## src/rtl/rxr_pkg.sv

```systemverilog
// Package: shared constants and types for the paged receive ring manager.
// Assumes pages are 256 bytes, so an in-page offset is always 8 bits wide.
package rxr_pkg;

    // Configuration targets; the values are the cfg_sel encoding.
    typedef enum logic [1:0] {
        SEL_FIRST = 2'd0,
        SEL_LIMIT = 2'd1,
        SEL_CUR   = 2'd2,
        SEL_BOUND = 2'd3
    } cfg_sel_e;

    localparam int OFF_W      = 8;   // offset bits inside one page
    localparam int LEN_W      = 16;  // length field of the header
    localparam int HDR_BYTES  = 4;   // header size at the start of a frame
    localparam int STATUS_W   = 8;   // status byte of the header
    localparam int INTACT_BIT = 0;   // status bit meaning the frame is good

endpackage

```

## src/rtl/rxr_cfg_regs.sv

```systemverilog
// Module: rxr_cfg_regs
// Holds the first, limit, current and boundary page registers.
// Writes to first/limit/current made while a frame is active are parked
// and applied on the first edge with no frame active; the boundary is
// written at once. The current page also takes the commit value from
// the frame writer. Assumes commit_we is only ever high while busy.
module rxr_cfg_regs #(
    parameter int                  PAGE_W    = 8,
    parameter logic [PAGE_W-1:0]   RST_FIRST = 8'h40,
    parameter logic [PAGE_W-1:0]   RST_LIMIT = 8'h80
) (
    input  logic              clk,
    input  logic              rst_n,
    input  logic              cfg_we,
    input  logic [1:0]        cfg_sel,
    input  logic [PAGE_W-1:0] cfg_wdata,
    input  logic              busy,
    input  logic              commit_we,
    input  logic [PAGE_W-1:0] commit_page,
    output logic [PAGE_W-1:0] first_pg,
    output logic [PAGE_W-1:0] limit_pg,
    output logic [PAGE_W-1:0] cur_pg,
    output logic [PAGE_W-1:0] hold_pg,
    output logic [PAGE_W-1:0] eff_cur
);
    import rxr_pkg::*;

    localparam int NSTAGED = 3;
    localparam logic [PAGE_W-1:0] ONE = {{(PAGE_W-1){1'b0}}, 1'b1};

    logic [PAGE_W-1:0] stage_val [NSTAGED];
    logic [PAGE_W-1:0] stage_eff [NSTAGED];

    for (genvar i = 0; i < NSTAGED; i++) begin : g_staged
        localparam logic [PAGE_W-1:0] RV = (i == 1) ? RST_LIMIT : RST_FIRST;
        logic              hit;
        logic [PAGE_W-1:0] val_q;
        logic [PAGE_W-1:0] park_q;
        logic              park_v;

        assign hit = cfg_we && (cfg_sel == 2'(i));

        // Register update: commit, direct write when idle, or parked value.
        always_ff @(posedge clk) begin
            if (!rst_n) begin
                val_q  <= RV;
                park_q <= '0;
                park_v <= 1'b0;
            end else begin
                if ((i == 2) && commit_we)
                    val_q <= commit_page;
                else if (!busy && hit)
                    val_q <= cfg_wdata;
                else if (!busy && park_v)
                    val_q <= park_q;
                if (busy && hit) begin
                    park_q <= cfg_wdata;
                    park_v <= 1'b1;
                end else if (!busy) begin
                    park_v <= 1'b0;
                end
            end
        end

        // Value the register will hold after this edge when idle.
        always_comb begin
            if (!busy && hit)
                stage_eff[i] = cfg_wdata;
            else if (!busy && park_v)
                stage_eff[i] = park_q;
            else
                stage_eff[i] = val_q;
        end

        assign stage_val[i] = val_q;
    end

    // Boundary register: host-owned, written immediately.
    always_ff @(posedge clk) begin
        if (!rst_n)
            hold_pg <= RST_LIMIT - ONE;
        else if (cfg_we && cfg_sel == SEL_BOUND)
            hold_pg <= cfg_wdata;
    end

    assign first_pg = stage_val[SEL_FIRST];
    assign limit_pg = stage_val[SEL_LIMIT];
    assign cur_pg   = stage_val[SEL_CUR];
    assign eff_cur  = stage_eff[SEL_CUR];

endmodule

```

## src/rtl/rxr_frame_writer.sv

```systemverilog
// Module: rxr_frame_writer
// Walks the byte pointer through the ring for one frame at a time,
// issues the payload writes, counts the length, and decides at the end
// whether the frame commits, is rejected, or overflowed the boundary.
// Assumes rx_sof and rx_eof carry no byte; rx_sof has top priority.
module rxr_frame_writer #(
    parameter int PAGE_W = 8,
    parameter int LEN_W  = 16
) (
    input  logic                 clk,
    input  logic                 rst_n,
    input  logic                 rx_sof,
    input  logic                 rx_valid,
    input  logic [7:0]           rx_data,
    input  logic                 rx_eof,
    input  logic                 rx_good,
    input  logic [PAGE_W-1:0]    first_pg,
    input  logic [PAGE_W-1:0]    limit_pg,
    input  logic [PAGE_W-1:0]    start_pg,
    input  logic [PAGE_W-1:0]    hold_pg,
    output logic                 busy,
    output logic                 mem_we,
    output logic [PAGE_W+7:0]    mem_addr,
    output logic [7:0]           mem_wdata,
    output logic                 commit_we,
    output logic [PAGE_W-1:0]    next_pg,
    output logic [LEN_W-1:0]     frame_len,
    output logic                 ovf_evt,
    output logic                 bad_evt
);
    import rxr_pkg::*;

    localparam logic [PAGE_W-1:0] ONE    = {{(PAGE_W-1){1'b0}}, 1'b1};
    localparam logic [OFF_W-1:0]  OFF0   = OFF_W'(HDR_BYTES);
    localparam logic [OFF_W-1:0]  OFFEND = '1;

    logic              active_q;
    logic [PAGE_W-1:0] wr_page_q;
    logic [OFF_W-1:0]  wr_off_q;
    logic [LEN_W-1:0]  len_q;
    logic [PAGE_W-1:0] step_pg;
    logic              byte_acc;
    logic              page_cross;
    logic              cross_ovf;
    logic              end_evt;
    logic              end_ovf;

    // Page increment with wrap from limit back to first.
    function automatic logic [PAGE_W-1:0] pg_step(
        input logic [PAGE_W-1:0] p,
        input logic [PAGE_W-1:0] lo,
        input logic [PAGE_W-1:0] hi
    );
        logic [PAGE_W-1:0] q;
        q = p + ONE;
        return (q >= hi || q == '0) ? lo : q;
    endfunction

    // Decode of this cycle's events on the frame input.
    always_comb begin
        step_pg    = pg_step(wr_page_q, first_pg, limit_pg);
        byte_acc   = active_q && rx_valid && !rx_sof && !rx_eof;
        page_cross = byte_acc && (wr_off_q == OFFEND);
        cross_ovf  = page_cross && (step_pg == hold_pg);
        end_evt    = active_q && rx_eof && !rx_sof;
        next_pg    = (wr_off_q == '0) ? wr_page_q : step_pg;
        end_ovf    = end_evt && rx_good && (next_pg == hold_pg);
        commit_we  = end_evt && rx_good && !end_ovf;
        bad_evt    = end_evt && !rx_good;
        ovf_evt    = cross_ovf || end_ovf;
    end

    // Frame pointer, length and activity tracking.
    always_ff @(posedge clk) begin
        if (!rst_n) begin
            active_q  <= 1'b0;
            wr_page_q <= '0;
            wr_off_q  <= '0;
            len_q     <= '0;
        end else if (rx_sof) begin
            active_q  <= 1'b1;
            wr_page_q <= start_pg;
            wr_off_q  <= OFF0;
            len_q     <= '0;
        end else if (end_evt || cross_ovf) begin
            active_q  <= 1'b0;
        end else if (byte_acc) begin
            len_q    <= len_q + LEN_W'(1);
            wr_off_q <= wr_off_q + OFF_W'(1);
            if (page_cross)
                wr_page_q <= step_pg;
        end
    end

    // Registered payload write port.
    always_ff @(posedge clk) begin
        if (!rst_n) begin
            mem_we    <= 1'b0;
            mem_addr  <= '0;
            mem_wdata <= '0;
        end else begin
            mem_we <= byte_acc;
            if (byte_acc) begin
                mem_addr  <= {wr_page_q, wr_off_q};
                mem_wdata <= rx_data;
            end
        end
    end

    assign busy      = active_q;
    assign frame_len = len_q;

endmodule

```

## src/rtl/rxr_commit_status.sv

```systemverilog
// Module: rxr_commit_status
// Builds the 4-byte frame header on commit and keeps the sticky
// overwrite flag and the frame-intact flag.
// Assumes commit, bad and overflow events are mutually exclusive.
module rxr_commit_status #(
    parameter int PAGE_W = 8,
    parameter int LEN_W  = 16
) (
    input  logic                        clk,
    input  logic                        rst_n,
    input  logic                        commit_we,
    input  logic                        bad_evt,
    input  logic                        ovf_evt,
    input  logic                        ovw_clr,
    input  logic [PAGE_W-1:0]           frame_pg,
    input  logic [PAGE_W-1:0]           next_pg,
    input  logic [LEN_W-1:0]            frame_len,
    output logic                        hdr_we,
    output logic [PAGE_W+7:0]           hdr_addr,
    output logic [LEN_W+PAGE_W+7:0]     hdr_data,
    output logic                        ovw_flag,
    output logic                        prx_flag
);
    import rxr_pkg::*;

    logic [STATUS_W-1:0] status_b;

    // Status byte of a committed frame.
    always_comb begin
        status_b             = '0;
        status_b[INTACT_BIT] = 1'b1;
    end

    // Registered header write one cycle after commit.
    always_ff @(posedge clk) begin
        if (!rst_n) begin
            hdr_we   <= 1'b0;
            hdr_addr <= '0;
            hdr_data <= '0;
        end else begin
            hdr_we <= commit_we;
            if (commit_we) begin
                hdr_addr <= {frame_pg, 8'h00};
                hdr_data <= {frame_len, next_pg, status_b};
            end
        end
    end

    // Sticky overwrite warning; a new overflow wins over a clear.
    always_ff @(posedge clk) begin
        if (!rst_n)
            ovw_flag <= 1'b0;
        else if (ovf_evt)
            ovw_flag <= 1'b1;
        else if (ovw_clr)
            ovw_flag <= 1'b0;
    end

    // Frame-intact flag follows the outcome of the latest frame.
    always_ff @(posedge clk) begin
        if (!rst_n)
            prx_flag <= 1'b0;
        else if (commit_we)
            prx_flag <= 1'b1;
        else if (bad_evt || ovf_evt)
            prx_flag <= 1'b0;
    end

endmodule

```

## src/rtl/rx_page_ring.sv

```systemverilog
// Module: rx_page_ring (top)
// Paged receive ring manager: stores frames into a ring of 256-byte
// pages, writes a linking header per frame, and guards the host's
// boundary page. Assumes the host keeps first < limit and keeps the
// current and boundary pages inside the ring.
module rx_page_ring #(
    parameter int                 ADDR_W    = 16,
    parameter logic [ADDR_W-9:0]  RST_FIRST = 8'h40,
    parameter logic [ADDR_W-9:0]  RST_LIMIT = 8'h80
) (
    input  logic                   clk,
    input  logic                   rst_n,
    input  logic                   cfg_we,
    input  logic [1:0]             cfg_sel,
    input  logic [ADDR_W-9:0]      cfg_wdata,
    input  logic                   ovw_clr,
    input  logic                   rx_sof,
    input  logic                   rx_valid,
    input  logic [7:0]             rx_data,
    input  logic                   rx_eof,
    input  logic                   rx_good,
    output logic                   mem_we,
    output logic [ADDR_W-1:0]      mem_addr,
    output logic [7:0]             mem_wdata,
    output logic                   hdr_we,
    output logic [ADDR_W-1:0]      hdr_addr,
    output logic [ADDR_W+15:0]     hdr_data,
    output logic [ADDR_W-9:0]      cur_page,
    output logic [ADDR_W-9:0]      bnd_page,
    output logic                   ring_empty,
    output logic                   ovw_flag,
    output logic                   prx_flag
);
    import rxr_pkg::*;

    localparam int PAGE_W = ADDR_W - OFF_W;
    localparam logic [PAGE_W-1:0] ONE = {{(PAGE_W-1){1'b0}}, 1'b1};

    logic [PAGE_W-1:0] first_pg;
    logic [PAGE_W-1:0] limit_pg;
    logic [PAGE_W-1:0] hold_pg;
    logic [PAGE_W-1:0] eff_cur;
    logic [PAGE_W-1:0] next_pg;
    logic [LEN_W-1:0]  frame_len;
    logic              busy;
    logic              commit_we;
    logic              ovf_evt;
    logic              bad_evt;
    logic [PAGE_W-1:0] bnd_step;

    rxr_cfg_regs #(
        .PAGE_W    (PAGE_W),
        .RST_FIRST (RST_FIRST),
        .RST_LIMIT (RST_LIMIT)
    ) u_cfg (
        .clk         (clk),
        .rst_n       (rst_n),
        .cfg_we      (cfg_we),
        .cfg_sel     (cfg_sel),
        .cfg_wdata   (cfg_wdata),
        .busy        (busy),
        .commit_we   (commit_we),
        .commit_page (next_pg),
        .first_pg    (first_pg),
        .limit_pg    (limit_pg),
        .cur_pg      (cur_page),
        .hold_pg     (hold_pg),
        .eff_cur     (eff_cur)
    );

    rxr_frame_writer #(
        .PAGE_W (PAGE_W),
        .LEN_W  (LEN_W)
    ) u_wr (
        .clk       (clk),
        .rst_n     (rst_n),
        .rx_sof    (rx_sof),
        .rx_valid  (rx_valid),
        .rx_data   (rx_data),
        .rx_eof    (rx_eof),
        .rx_good   (rx_good),
        .first_pg  (first_pg),
        .limit_pg  (limit_pg),
        .start_pg  (eff_cur),
        .hold_pg   (hold_pg),
        .busy      (busy),
        .mem_we    (mem_we),
        .mem_addr  (mem_addr),
        .mem_wdata (mem_wdata),
        .commit_we (commit_we),
        .next_pg   (next_pg),
        .frame_len (frame_len),
        .ovf_evt   (ovf_evt),
        .bad_evt   (bad_evt)
    );

    rxr_commit_status #(
        .PAGE_W (PAGE_W),
        .LEN_W  (LEN_W)
    ) u_st (
        .clk       (clk),
        .rst_n     (rst_n),
        .commit_we (commit_we),
        .bad_evt   (bad_evt),
        .ovf_evt   (ovf_evt),
        .ovw_clr   (ovw_clr),
        .frame_pg  (cur_page),
        .next_pg   (next_pg),
        .frame_len (frame_len),
        .hdr_we    (hdr_we),
        .hdr_addr  (hdr_addr),
        .hdr_data  (hdr_data),
        .ovw_flag  (ovw_flag),
        .prx_flag  (prx_flag)
    );

    // Empty test: current sits one page past the boundary, with wrap.
    always_comb begin
        bnd_step = hold_pg + ONE;
        if (bnd_step >= limit_pg || bnd_step == '0)
            bnd_step = first_pg;
        ring_empty = (cur_page == bnd_step);
    end

    assign bnd_page = hold_pg;

endmodule

```

## config.mk

```make
export PLATFORM = sky130hd
export DESIGN_NAME = rx_page_ring
export DESIGN_NICKNAME = d
export VERILOG_FILES = /design/src/rtl/rxr_pkg.sv /design/src/rtl/rxr_cfg_regs.sv /design/src/rtl/rxr_frame_writer.sv /design/src/rtl/rxr_commit_status.sv /design/src/rtl/rx_page_ring.sv
export SDC_FILE = /design/constraint.sdc
export NUM_CORES = 1
export LEC_CHECK = 0
export ABC_AREA = 1
export BUFFER_PORTS_ARGS = -buffer_cell sky130_fd_sc_hd__buf_4
export CAP_MARGIN = 10
export CORE_AREA = 2 2 147 134
export CTS_CLUSTER_DIAMETER = 80
export DETAILED_ROUTE_END_ITERATION = 10
export DIE_AREA = 0 0 149 136
export GPL_TIMING_DRIVEN = 0
export MAX_ROUTING_LAYER = met4
export PLACE_DENSITY = 0.71
export SLEW_MARGIN = 5
export SYNTH_ARGS = -nofsm -noshare
export SYNTH_HDL_FRONTEND = slang
export SYNTH_SLANG_ARGS = --single-unit
```

## constraint.sdc

```tcl
create_clock -name clk -period 4.14 [get_ports clk]
set_input_delay 0.207 -clock clk [delete_from_list [all_inputs] [get_ports clk]]
set_output_delay 0.207 -clock clk [all_outputs]
set_load 0.005 [all_outputs]
```

==> impl_metrics.tcl <==
set metrics [dict create \
    dieArea_um2 20260 \
    post-route-drc-count 0 \
    cts_buffer_depth 2 \
    grt_max_degree 17 \
    vias 8012 \
    wirelength_um 25220 \
    cp-start-kind "register" \
    antenna_found_initial 0 \
    synth_top_cell_area_share_pct 38.62 \
    clock-sinks 153 \
    final-setup-viol-count 0 \
    cp_num_buf_inv 3 \
    peakVddDrop_uv 299.1 \
    synth_area_leaders "dfxtp_1 (39%), nand2_1 (12%), a21oi_1 (9.8%)" \
    placed_area_um2 9054 \
    seqCellArea_um2 3069 \
    period_minus_slack_ns 3.875 \
    fill_cells 1896 \
    synth_common_cells "nand2_1 (259), a21oi_1 (156), dfxtp_1 (153)" \
    worstSetupPathType "reg -> reg" \
    cts-htree-levels 4 \
    outcome "finished clean" \
    worstPathRequired_ns 4.46 \
    yosys_warnings 0 \
    start_util_pct 42.05 \
    cts-root-buf "clkbuf_16" \
    syn_area_per_cell_um2 6.926 \
    cts_buffers 17 \
    cp-end-kind "register" \
    io_pins 119 \
    grt_pass1_vias 7253 \
    yosysTopAreaCell "dfxtp_1" \
    grt_pass1_wl_um 39320 \
    slowest_delay_ns 0.51 \
    gp_congestion 0.9610 \
    path_delay_family "simple AND/OR/NAND/NOR gates" \
    diodes 0 \
    power.density_nw_per_um2 389.2 \
    areaGrowthSynthToFinish_pct 22.06 \
    max_slew.worst_pin.slew_ns 0.9318 \
    die_h_um 136 \
    num_rows 48 \
    synth_area_um2 7930 \
    synth.most_common_cell "nand2_1" \
    cp_data_arrival_time_ns 4.20 \
    gr-total-overflow 0 \
    period_share_pct 93.60 \
    drtAntennaViolNets 0 \
    slew_violations 0 \
    setup_tns_ns 0 \
    synth_edf_count 0 \
    seq_area_frac_synth_pct 38.62 \
    layout_setup_ws_ns 0.2649 \
    cts_setup_buffers 0 \
    dpl_worst_slack_ns 0.1222 \
    dr.pass1.iters 5 \
    port_buffers 101 \
    insertion_delay_ns 0.43 \
    clk_pin_slew_ns 0.07 \
    max_freq_mhz 258.1 \
    worstHoldPathType "in -> reg" \
    hold_violations 0 \
    drv_cap 0 \
    routedWlPerCell_um 16.37 \
    finalClockSkew_ns 0.01068 \
    multi_input_area_um2 4121 \
    avgViaCountPerCell 5.199 \
    drt_iter0_drc 676 \
    die_x_um 149 \
    finalInstanceArea_um2 9679 \
    critical_path.most_common_cell "nand2_1" \
    grt.total_usage_pct 25.95 \
    crit_slowest_cell "dfxtp_2" \
    hpwlAfterDp_um 18930 \
    synth_top_flop_cell "dfxtp_1" \
    rsz0062_at_grt "no" \
    coreArea_um2 18860 \
    layout-drive-gt1-share_pct 15.34 \
    power_leakage_nw 4.066 \
    synthArstFlopShare_pct 0 \
    slew_headroom_pct 37.40 \
    crit_chain "nand3_1 > nor2_1 > nand2_1 > nand2_1 > inv_1 > ha_1 > a21oi_1 > o21ai_1 > nor2_4 > buf_2 > nand3_1 > nand2_1 > nand2_1 > nand3_1 > nand2_1 > nand2_1 > nor2_4 > nand2_4 > buf_4 > nand3_1 > a21oi_1" \
    ys_seq_elements 153 \
    synth_cells 1145 \
    cts_tree "yes" \
    ys_types 33 \
    critPathMaxFanout 10 \
    fin_nets 1327 \
]
## worst paths after layout
check                                start                        to  slack, ns  depth (start not counted)
setup / recovery         u_wr.wr_page_q[0]           u_cfg.cur_pg[2]       0.26                         21
hold / removal                  rx_data[7]         u_wr.mem_wdata[7]       0.04                          3
setup reg to reg         u_wr.wr_page_q[0]           u_cfg.cur_pg[2]       0.26                         21
hold reg to reg   u_cfg.g_staged[0].park_v  u_cfg.g_staged[0].park_v       0.46                          2
## repair_timing
action                     4_1_cts  5_1_grt
resized for setup                0       10
hold buffers                     0        0
setup endpoints to repair        0       78
## flip-flops by register name (all words and copies together) (netlist names), 3 cells and up
signal and flops:
u_wr.mem_wdata 8, u_wr.wr_off_q 8, u_cfg.g_staged.park_v 3, u_wr.mem_addr 16, u_cfg.g_staged.park_q 24, u_wr.frame_len 16
u_cfg.first_pg 8, u_st.hdr_data 25, u_cfg.hold_pg 8, u_wr.wr_page_q 8, u_cfg.limit_pg 8, u_cfg.cur_pg 8
u_st.hdr_addr 8
## cell families (layout without fill, tap and decap cells)
group                    count (synthesis)  count (layout)  share of synthesized area [%]
AO/OA/AOI/OAI                          257             257                          16.44
XOR/XNOR                                33              33                          3.645
adder cells (fa/ha/maj)                 22              22                          3.471
buffers and inverters                  180             312                          10.26
flip-flops                             153             153                          38.62
other                                    1              15                        0.04729
AND/OR/NAND/NOR                        499             499                          27.52
## report_power, final
group	internal (mW)	total, mW	leakage, nW	switching [mW]
Sequential	1.51	1.55	1.24	0.0417
Clock	0.976	1.60	0.281	0.627
Combinational	0.223	0.613	2.55	0.391
Total	2.71	3.77	4.07	1.06
## routing by layer
metal / vias up / share of wire (%) / global-route usage (%)
li1: 3997 / - / -
met1: 3670 / 48 / 36.92
met2: 316 / 43 / 37.53
met3: 29 / 7.5 / 4.866
met4: 0 / 1.6 / 7.249
met5: - / 0 / -
## worst reg2reg max path: stages (launching register included)
cell     delay [ns]
dfxtp_2        0.51
nand3_1        0.19
nor2_1         0.17
nand2_1        0.08
nand2_1        0.19
inv_1          0.12
ha_1           0.32
a21oi_1        0.18
o21ai_1        0.12
nor2_4         0.22
buf_2          0.25
nand3_1        0.16
nand2_1        0.19
nand2_1        0.09
nand3_1        0.09
nand2_1        0.05
nand2_1        0.10
nor2_4         0.06
nand2_4        0.10
buf_4          0.19
nand3_1        0.12
a21oi_1        0.28
## layout make-up
type	instances	area share, %
multi-input combinational	826	42.58
tap	250	3.232
buffer	73	4.266
clock buffer	20	4.718
clock inverter	11	1.512
sequential	153	31.71
timing repair buffer	101	7.834
inverter	107	4.149
## layout by cell type (no fill, tap or decap), types with 15 or more instances in the layout
cell         n
a21oi_1    156
clkbuf_1    41
nor2_1      80
nand3_1    102
xor2_1      28
ha_1        22
nand2_1    259
dfxtp_1    148
buf_4      120
conb_1      15
o21ai_0     88
nand4_1     16
clkbuf_16   17
inv_1      100
## stage by stage
step	hold slack, ns	util, %	total power, mW	std cells
floorplan	0.3334	-	1.980	1159
global placement	0.4372	48.01	2.168	1510
detailed placement	0.4420	48.01	2.175	1510
CTS	0.02843	51.21	3.766	1541
global route	0.05952	51.33	3.937	1541
finish	0.03786	51.33	3.767	1541
No activity file was read; power rests on OpenSTA's default activity.
